**src/rtl/fp_rename_pkg.sv**
```systemverilog
package fp_rename_pkg;

    // Per-register occupancy state
    typedef enum logic {
        ENT_READY = 1'b0,   // tag zero, stored value current
        ENT_WAIT  = 1'b1    // tag names a pending producer
    } ent_state_e;

endpackage

```
**src/rtl/fp_rename_decode.sv**
```systemverilog
module fp_rename_decode #(
    parameter int NUM_REGS = 16,
    parameter int REG_W    = 4
) (
    input  logic                clk_i,
    input  logic                rst_ni,
    input  logic                ren_vld_i,
    input  logic [REG_W-1:0]    ren_idx_i,
    output logic [NUM_REGS-1:0] hit_o
);

    always_comb begin
        hit_o = '0;
        for (int r = 0; r < NUM_REGS; r++) begin
            if (ren_vld_i && (ren_idx_i == REG_W'(r))) begin
                hit_o[r] = 1'b1;
            end
        end
    end

    // at most one register is re-tagged per cycle
    p_single_rename_r3: assert property (@(posedge clk_i) disable iff (!rst_ni)
        $onehot0(hit_o));

    // a valid rename always selects a register
    p_rename_selects_r3: assert property (@(posedge clk_i) disable iff (!rst_ni)
        ren_vld_i |-> ($countones(hit_o) == 1));

endmodule

```
**src/rtl/fp_rename_entry.sv**
```systemverilog
module fp_rename_entry
    import fp_rename_pkg::*;
#(
    parameter int TAG_W  = 4,
    parameter int DATA_W = 32
) (
    input  logic              clk_i,
    input  logic              rst_ni,
    input  logic              ren_hit_i,
    input  logic [TAG_W-1:0]  ren_tag_i,
    input  logic              bc_vld_i,
    input  logic [TAG_W-1:0]  bc_tag_i,
    input  logic [DATA_W-1:0] bc_data_i,
    output ent_state_e        state_o,
    output logic [TAG_W-1:0]  tag_o,
    output logic [DATA_W-1:0] val_o
);

    ent_state_e        state_q, state_d;
    logic [TAG_W-1:0]  tag_q, tag_d;
    logic [DATA_W-1:0] val_q, val_d;
    logic              bc_match;

    // Only a waiting register can match; tag 0 never matches
    always_comb begin
        bc_match = (state_q == ENT_WAIT) && bc_vld_i && (bc_tag_i == tag_q);
    end

    // Next-state and next-data logic
    always_comb begin
        state_d = state_q;
        tag_d   = tag_q;
        val_d   = val_q;
        unique case (state_q)
            ENT_READY: begin
                if (ren_hit_i) begin
                    state_d = ENT_WAIT;
                    tag_d   = ren_tag_i;
                end
            end
            ENT_WAIT: begin
                if (ren_hit_i) begin
                    // rename wins over a same-cycle matching result
                    tag_d = ren_tag_i;
                end else if (bc_match) begin
                    state_d = ENT_READY;
                    tag_d   = '0;
                    val_d   = bc_data_i;
                end
            end
        endcase
    end

    // State register
    always_ff @(posedge clk_i or negedge rst_ni) begin
        if (!rst_ni) begin
            state_q <= ENT_READY;
        end else begin
            state_q <= state_d;
        end
    end

    // Tag and value registers
    always_ff @(posedge clk_i or negedge rst_ni) begin
        if (!rst_ni) begin
            tag_q <= '0;
            val_q <= '0;
        end else begin
            tag_q <= tag_d;
            val_q <= val_d;
        end
    end

    // Outputs
    assign state_o = state_q;
    assign tag_o   = tag_q;
    assign val_o   = val_q;

    // a rename lands its tag and puts the register in the waiting state
    p_rename_tag_r3: assert property (@(posedge clk_i) disable iff (!rst_ni)
        ren_hit_i |=> (tag_q == $past(ren_tag_i)) && (state_q == ENT_WAIT));

    // a matching result without a rename writes the value and frees the tag
    p_match_write_r4: assert property (@(posedge clk_i) disable iff (!rst_ni)
        (bc_match && !ren_hit_i) |=> (state_q == ENT_READY) && (tag_q == '0)
                                     && (val_q == $past(bc_data_i)));

    // a result for another tag leaves the register untouched
    p_mismatch_hold_r5: assert property (@(posedge clk_i) disable iff (!rst_ni)
        (bc_vld_i && (bc_tag_i != tag_q) && !ren_hit_i) |=> $stable(tag_q) && $stable(val_q));

    // rename and matching result in one cycle keep the stored value
    p_collide_keep_r6: assert property (@(posedge clk_i) disable iff (!rst_ni)
        (ren_hit_i && bc_match) |=> $stable(val_q));

    // a tag-0 broadcast never touches a ready register
    p_zero_tag_r9: assert property (@(posedge clk_i) disable iff (!rst_ni)
        (state_q == ENT_READY && !ren_hit_i) |=> $stable(val_q) && (tag_q == '0));

endmodule

```
**src/rtl/fp_rename_read.sv**
```systemverilog
module fp_rename_read
    import fp_rename_pkg::*;
#(
    parameter int NUM_REGS = 16,
    parameter int TAG_W    = 4,
    parameter int DATA_W   = 32,
    parameter int REG_W    = 4
) (
    input  logic              clk_i,
    input  logic              rst_ni,
    input  logic [REG_W-1:0]  idx_i,
    input  ent_state_e        st_arr_i  [NUM_REGS],
    input  logic [TAG_W-1:0]  tag_arr_i [NUM_REGS],
    input  logic [DATA_W-1:0] val_arr_i [NUM_REGS],
    input  logic              bc_vld_i,
    input  logic [TAG_W-1:0]  bc_tag_i,
    input  logic [DATA_W-1:0] bc_data_i,
    output logic [DATA_W-1:0] val_o,
    output logic [TAG_W-1:0]  tag_o,
    output logic              rdy_o
);

    ent_state_e        sel_st;
    logic [TAG_W-1:0]  sel_tag;
    logic [DATA_W-1:0] sel_val;
    logic              bypass;

    always_comb begin
        sel_st  = st_arr_i[idx_i];
        sel_tag = tag_arr_i[idx_i];
        sel_val = val_arr_i[idx_i];
        bypass  = (sel_st == ENT_WAIT) && bc_vld_i && (bc_tag_i == sel_tag);
    end

    always_comb begin
        if (bypass) begin
            val_o = bc_data_i;
            tag_o = '0;
            rdy_o = 1'b1;
        end else begin
            val_o = sel_val;
            tag_o = sel_tag;
            rdy_o = (sel_st == ENT_READY);
        end
    end

    // producer on the bus in the lookup cycle forwards its data
    p_bypass_r7: assert property (@(posedge clk_i) disable iff (!rst_ni)
        (bc_vld_i && (tag_arr_i[idx_i] != '0) && (bc_tag_i == tag_arr_i[idx_i]))
            |-> (rdy_o && (val_o == bc_data_i)));

    // a waiting register with no result on the bus is not ready
    p_wait_not_ready_r3: assert property (@(posedge clk_i) disable iff (!rst_ni)
        ((tag_arr_i[idx_i] != '0) && !bc_vld_i) |-> (!rdy_o && (tag_o != '0)));

    // ready flag and zero tag agree at the port
    p_ready_tag_r2: assert property (@(posedge clk_i) disable iff (!rst_ni)
        rdy_o |-> (tag_o == '0));

endmodule

```
**src/rtl/fp_rename_table.sv**
```systemverilog
module fp_rename_table
    import fp_rename_pkg::*;
#(
    parameter int NUM_REGS = 16,
    parameter int TAG_W    = 4,
    parameter int DATA_W   = 32,
    parameter int NUM_READ = 2,
    localparam int REG_W   = $clog2(NUM_REGS)
) (
    input  logic                         clk_i,
    input  logic                         rst_ni,
    input  logic [NUM_READ*REG_W-1:0]    lk_idx_i,
    output logic [NUM_READ*DATA_W-1:0]   lk_val_o,
    output logic [NUM_READ*TAG_W-1:0]    lk_tag_o,
    output logic [NUM_READ-1:0]          lk_rdy_o,
    input  logic                         ren_vld_i,
    input  logic [REG_W-1:0]             ren_idx_i,
    input  logic [TAG_W-1:0]             ren_tag_i,
    input  logic                         bc_vld_i,
    input  logic [TAG_W-1:0]             bc_tag_i,
    input  logic [DATA_W-1:0]            bc_data_i
);

    logic [NUM_REGS-1:0] ren_hit;
    ent_state_e          st_arr  [NUM_REGS];
    logic [TAG_W-1:0]    tag_arr [NUM_REGS];
    logic [DATA_W-1:0]   val_arr [NUM_REGS];

    fp_rename_decode #(
        .NUM_REGS (NUM_REGS),
        .REG_W    (REG_W)
    ) dec_i (
        .clk_i     (clk_i),
        .rst_ni    (rst_ni),
        .ren_vld_i (ren_vld_i),
        .ren_idx_i (ren_idx_i),
        .hit_o     (ren_hit)
    );

    for (genvar r = 0; r < NUM_REGS; r++) begin : g_entry
        fp_rename_entry #(
            .TAG_W  (TAG_W),
            .DATA_W (DATA_W)
        ) ent_i (
            .clk_i     (clk_i),
            .rst_ni    (rst_ni),
            .ren_hit_i (ren_hit[r]),
            .ren_tag_i (ren_tag_i),
            .bc_vld_i  (bc_vld_i),
            .bc_tag_i  (bc_tag_i),
            .bc_data_i (bc_data_i),
            .state_o   (st_arr[r]),
            .tag_o     (tag_arr[r]),
            .val_o     (val_arr[r])
        );
    end

    for (genvar p = 0; p < NUM_READ; p++) begin : g_read
        fp_rename_read #(
            .NUM_REGS (NUM_REGS),
            .TAG_W    (TAG_W),
            .DATA_W   (DATA_W),
            .REG_W    (REG_W)
        ) rd_i (
            .clk_i     (clk_i),
            .rst_ni    (rst_ni),
            .idx_i     (lk_idx_i[p*REG_W +: REG_W]),
            .st_arr_i  (st_arr),
            .tag_arr_i (tag_arr),
            .val_arr_i (val_arr),
            .bc_vld_i  (bc_vld_i),
            .bc_tag_i  (bc_tag_i),
            .bc_data_i (bc_data_i),
            .val_o     (lk_val_o[p*DATA_W +: DATA_W]),
            .tag_o     (lk_tag_o[p*TAG_W +: TAG_W]),
            .rdy_o     (lk_rdy_o[p])
        );
    end

    // the rename port never carries the reserved tag zero
    p_ren_tag_nonzero_r3: assert property (@(posedge clk_i) disable iff (!rst_ni)
        ren_vld_i |-> (ren_tag_i != '0));

    // a lookup port that is not bypassed sees pre-rename contents
    p_pre_rename_view_r8: assert property (@(posedge clk_i) disable iff (!rst_ni)
        (ren_vld_i && !bc_vld_i && (lk_idx_i[REG_W-1:0] == ren_idx_i))
            |-> (lk_tag_o[TAG_W-1:0] != ren_tag_i) || (tag_arr[ren_idx_i] == ren_tag_i));

endmodule

```
**config.mk**
```make
export PLATFORM = sky130hd
export DESIGN_NAME = fp_rename_table
export DESIGN_NICKNAME = d
export VERILOG_FILES = /design/src/rtl/fp_rename_pkg.sv /design/src/rtl/fp_rename_decode.sv /design/src/rtl/fp_rename_entry.sv /design/src/rtl/fp_rename_read.sv /design/src/rtl/fp_rename_table.sv
export SDC_FILE = /design/constraint.sdc
export NUM_CORES = 1
export LEC_CHECK = 0
export BUFFER_PORTS_ARGS = -buffer_cell sky130_fd_sc_hd__buf_2
export CAP_MARGIN = 20
export CELL_PAD_IN_SITES_DETAIL_PLACEMENT = 1
export CELL_PAD_IN_SITES_GLOBAL_PLACEMENT = 2
export CORE_UTILIZATION = 50
export DETAILED_ROUTE_END_ITERATION = 16
export GPL_TIMING_DRIVEN = 0
export PLACE_DENSITY_LB_ADDON = 0.25
export SYNTH_ARGS = -nofsm -noshare
export SYNTH_HDL_FRONTEND = slang
export SYNTH_SLANG_ARGS = --single-unit
```
**constraint.sdc**
```tcl
create_clock -name clk_i -period 5 [get_ports clk_i]
set_input_delay 0.25 -clock clk_i [delete_from_list [all_inputs] [get_ports clk_i]]
set_output_delay 0.25 -clock clk_i [all_outputs]
set_load 0.05 [all_outputs]
```
==> flow_metrics.tcl <==
set metrics [dict create \
    layout_min_cycle_time_ps 4651 \
    p_seq_share_pct 39.7 \
    synth.cells.most_frequent "dfrtp_1 (592), mux2_2 (586), mux4_2 (351)" \
    fin_skew_ps 22.70 \
    crit_path_cell_trace "mux4_2 > xor2_1 > a2111oi_0 > a22oi_1 > nor3b_4 > buf_6 > mux2_2 > buf_2" \
    relSlewSlack_pct 20.92 \
    drc_errors 0 \
    drtAntennaViolNets 0 \
    drive_gt1_share_pct 49.07 \
    max_freq_mhz 215.0 \
    clk_path_buf_depth 3 \
    critPathArrivalTime_ps 4400 \
    setup_viol 0 \
    cp_slowest_cell "nor3b_4" \
    place_ws_ps 578.2 \
    status "completed" \
    swShare_pct 35.35 \
    io_pins 130 \
    p_int_mw 14.69 \
    synthToLayoutAreaGrowth_pct 13.07 \
    gr-total-overflow 0 \
    postCtsSetupBuffers 0 \
    cts_tree "done" \
    wl_mm 110.9 \
    synth.distinct_cells 44 \
    die_x_um 258.7 \
    grt_pass1_vias 24530 \
    ys_warn_count 0 \
    power_density_mw_per_mm2 609.9 \
    grt_pass1_wl_mm 166.4 \
    grt_max_degree 126 \
    synth_area_sq_mm 0.03295 \
    clk_pin_slew_worst_paths_ps 60 \
    wl_per_cell_um 33.18 \
    row_count 93 \
    grt_usage_pct 34.21 \
    synth_nets 2281 \
    nNetsFinal 2495 \
    root_buffer "clkbuf_16" \
    cpPeakStageDelay_ps 850 \
    grt_setup_unrepaired "false" \
    yosysSeqAreaShare_pct 44.97 \
    p_comb_share_pct 38.1 \
    cts_sinks 592 \
    irDropWorstVdd_mv 0.3897 \
    synth_area_leaders "dfrtp_1 (45%), mux4_2 (24%), mux2_2 (20%)" \
    dpl.cell_count 3205 \
    cts-resized-gates 0 \
    end_kind "output pin" \
    coreArea_sq_mm 0.06481 \
    async_flop_share_pct 100.0 \
    clk_latency_ps 620 \
    worst_pin_slew_ps 1186 \
    critPathBufInv 2 \
    hold_viol 0 \
    gp_congestion 0.9191 \
    yosys_register_bits 592 \
    yosysMostFrequentCell "dfrtp_1" \
    cap_violations 0 \
    routed_via_density 6.734 \
    timing.final.crit_share_pct 93.02 \
    initial_core_util_pct 50.83 \
    hp-class "in2reg" \
    p_sw_mw 8.032 \
    place_hpwl_mm 74.02 \
    final_util_pct 57.47 \
    dieArea_sq_mm 0.06692 \
    synth_top_area_cell "dfrtp_1" \
    cp_data_required_time_ps 4750 \
    slew_violations 0 \
    syn_avg_cell_area_sq_um 14.81 \
    synth_edf_count 0 \
    fill_cells 6112 \
    worst_slack_ps 348.8 \
    yosysTopAreaCellShare_pct 44.97 \
    layout.cells.non_filler 3342 \
    port_buffers 114 \
    hold_buffers 13 \
    cp_top_family "multiplexers" \
    num_vias 22510 \
    crit_fanout 10 \
    chipHeight_um 258.7 \
    htreeDepth 3 \
    dr.pass1.iters 5 \
    cts-buffers-inserted 69 \
    cellLeakagePower_nw 15.81 \
    syn_inst 2225 \
    path_class "reg2out" \
    grt_antenna_before_repair 0 \
    initialDrtViolationCount 2102 \
    pwr-share-clk_pct 22.2 \
    ys.flop_type "dfrtp_1" \
    start_kind "flop" \
]
==> path summary, 6_finish.rpt <==
check                      slack, ps                                       to  cells past startpoint                              startpoint
max reg2reg                     1830   g_entry[3].ent_i.val_o[14]$_DFFE_PN0P_                      5   g_entry[3].ent_i.tag_o[3]$_DFFE_PN0P_
max                              350                             lk_val_o[28]                      8  g_entry[14].ent_i.tag_o[3]$_DFFE_PN0P_
min in group asynchronous        210  g_entry[12].ent_i.val_o[25]$_DFFE_PN0P_                      2                                  rst_ni
min reg2reg                      520   g_entry[3].ent_i.val_o[25]$_DFFE_PN0P_                      1  g_entry[3].ent_i.val_o[25]$_DFFE_PN0P_
min                               10  g_entry[15].ent_i.val_o[10]$_DFFE_PN0P_                      2                           bc_data_i[10]
max in group asynchronous       3190    g_entry[4].ent_i.val_o[9]$_DFFE_PN0P_                      4                                  rst_ni
==> layout by cell type (no fill, tap or decap), types with 3 or more instances in the layout <==
master,instances
dlygate4sd3_1,13
inv_1,24
nor2_1,12
clkbuf_8,17
xnor2_1,21
o22ai_1,10
mux4_2,351
nand3_1,15
nor3_1,12
o21ai_0,85
clkbuf_16,73
buf_1,61
buf_2,155
buf_16,5
o211ai_1,5
nor4_1,11
nor2b_1,4
clkinv_2,4
mux2i_1,33
a211oi_1,3
clkbuf_1,109
and2_1,10
a21oi_1,11
buf_6,5
a222oi_1,5
nand2_1,171
mux2_2,586
xor2_1,39
nand2b_1,4
buf_8,10
dfrtp_1,592
buf_4,5
==> state kept, by name, indices dropped and copies added (netlist names) <==
signal,cells
g_entry.ent_i.tag_o,64
g_entry.ent_i.val_o,512
g_entry.ent_i.state_o,16
==> cell families (layout without fill, tap and decap cells) <==
| group | count (synthesis) | count (layout) | share of synthesized area (%) |
|---|---|---|---|
| xor gates and xnor gates | 60 | 60 | 1.595 |
| and+or+nand+nor | 250 | 250 | 3.346 |
| muxes | 971 | 971 | 45.06 |
| AOI/OAI and AO/OA | 128 | 128 | 2.195 |
| buffers and inverters | 224 | 485 | 2.837 |
| DFF | 592 | 592 | 44.97 |
| other | 0 | 1 | 0 |
==> stage by stage <==
stage | total power [mW] | hold slack (ps) | cell area (sq um) | setup TNS [ps]
after floorplan | 15.00 | -45.59 | 32950 | 0
after global placement | 16.91 | 498.2 | 34590 | -5001580
after detailed placement | 17.57 | 259.6 | 34820 | 0
after CTS | 22.71 | 0.9712 | 37180 | 0
after global routing | 23.69 | 20.38 | 37250 | 0
final | 22.72 | 13.33 | 37250 | 0
==> cell type report <==
class | count | area, sq um | area share [%]
multi-input combinational | 1409 | 17200 | 46.16
sequential | 592 | 14810 | 39.77
clock buffer | 110 | 2136 | 5.734
tap | 855 | 1070 | 2.872
timing repair buffer | 143 | 1006 | 2.701
buffer | 200 | 844.6 | 2.267
clock inverter | 8 | 91.34 | 0.2452
inverter | 24 | 90.09 | 0.2418
antenna | 1 | 2.502 | 0.006718
==> power by group through the flow <==
| stage | combinational (mW) | clock (mW) | sequential, mW |
|---|---|---|---|
| 2_1_floorplan | 6.80 | 0 | 8.20 |
| 5_1_grt | 9.15 | 5.27 | 9.28 |
| 3_5_place_dp | 8.60 | 0 | 8.97 |
| 3_3_place_gp | 8.27 | 0 | 8.64 |
| 4_1_cts | 8.67 | 5.11 | 8.93 |
| 6_report | 8.66 | 5.05 | 9.01 |
==> layer usage <==
metal	up-vias	track usage (%)	part of all wire, %
li1	8949	-	-
met5	-	0	0
met3	260	6.455	7.0
met2	1004	54.45	49
met1	12290	46.36	40
met4	0	14.45	3.8
No activity file was read; power rests on OpenSTA's default activity.
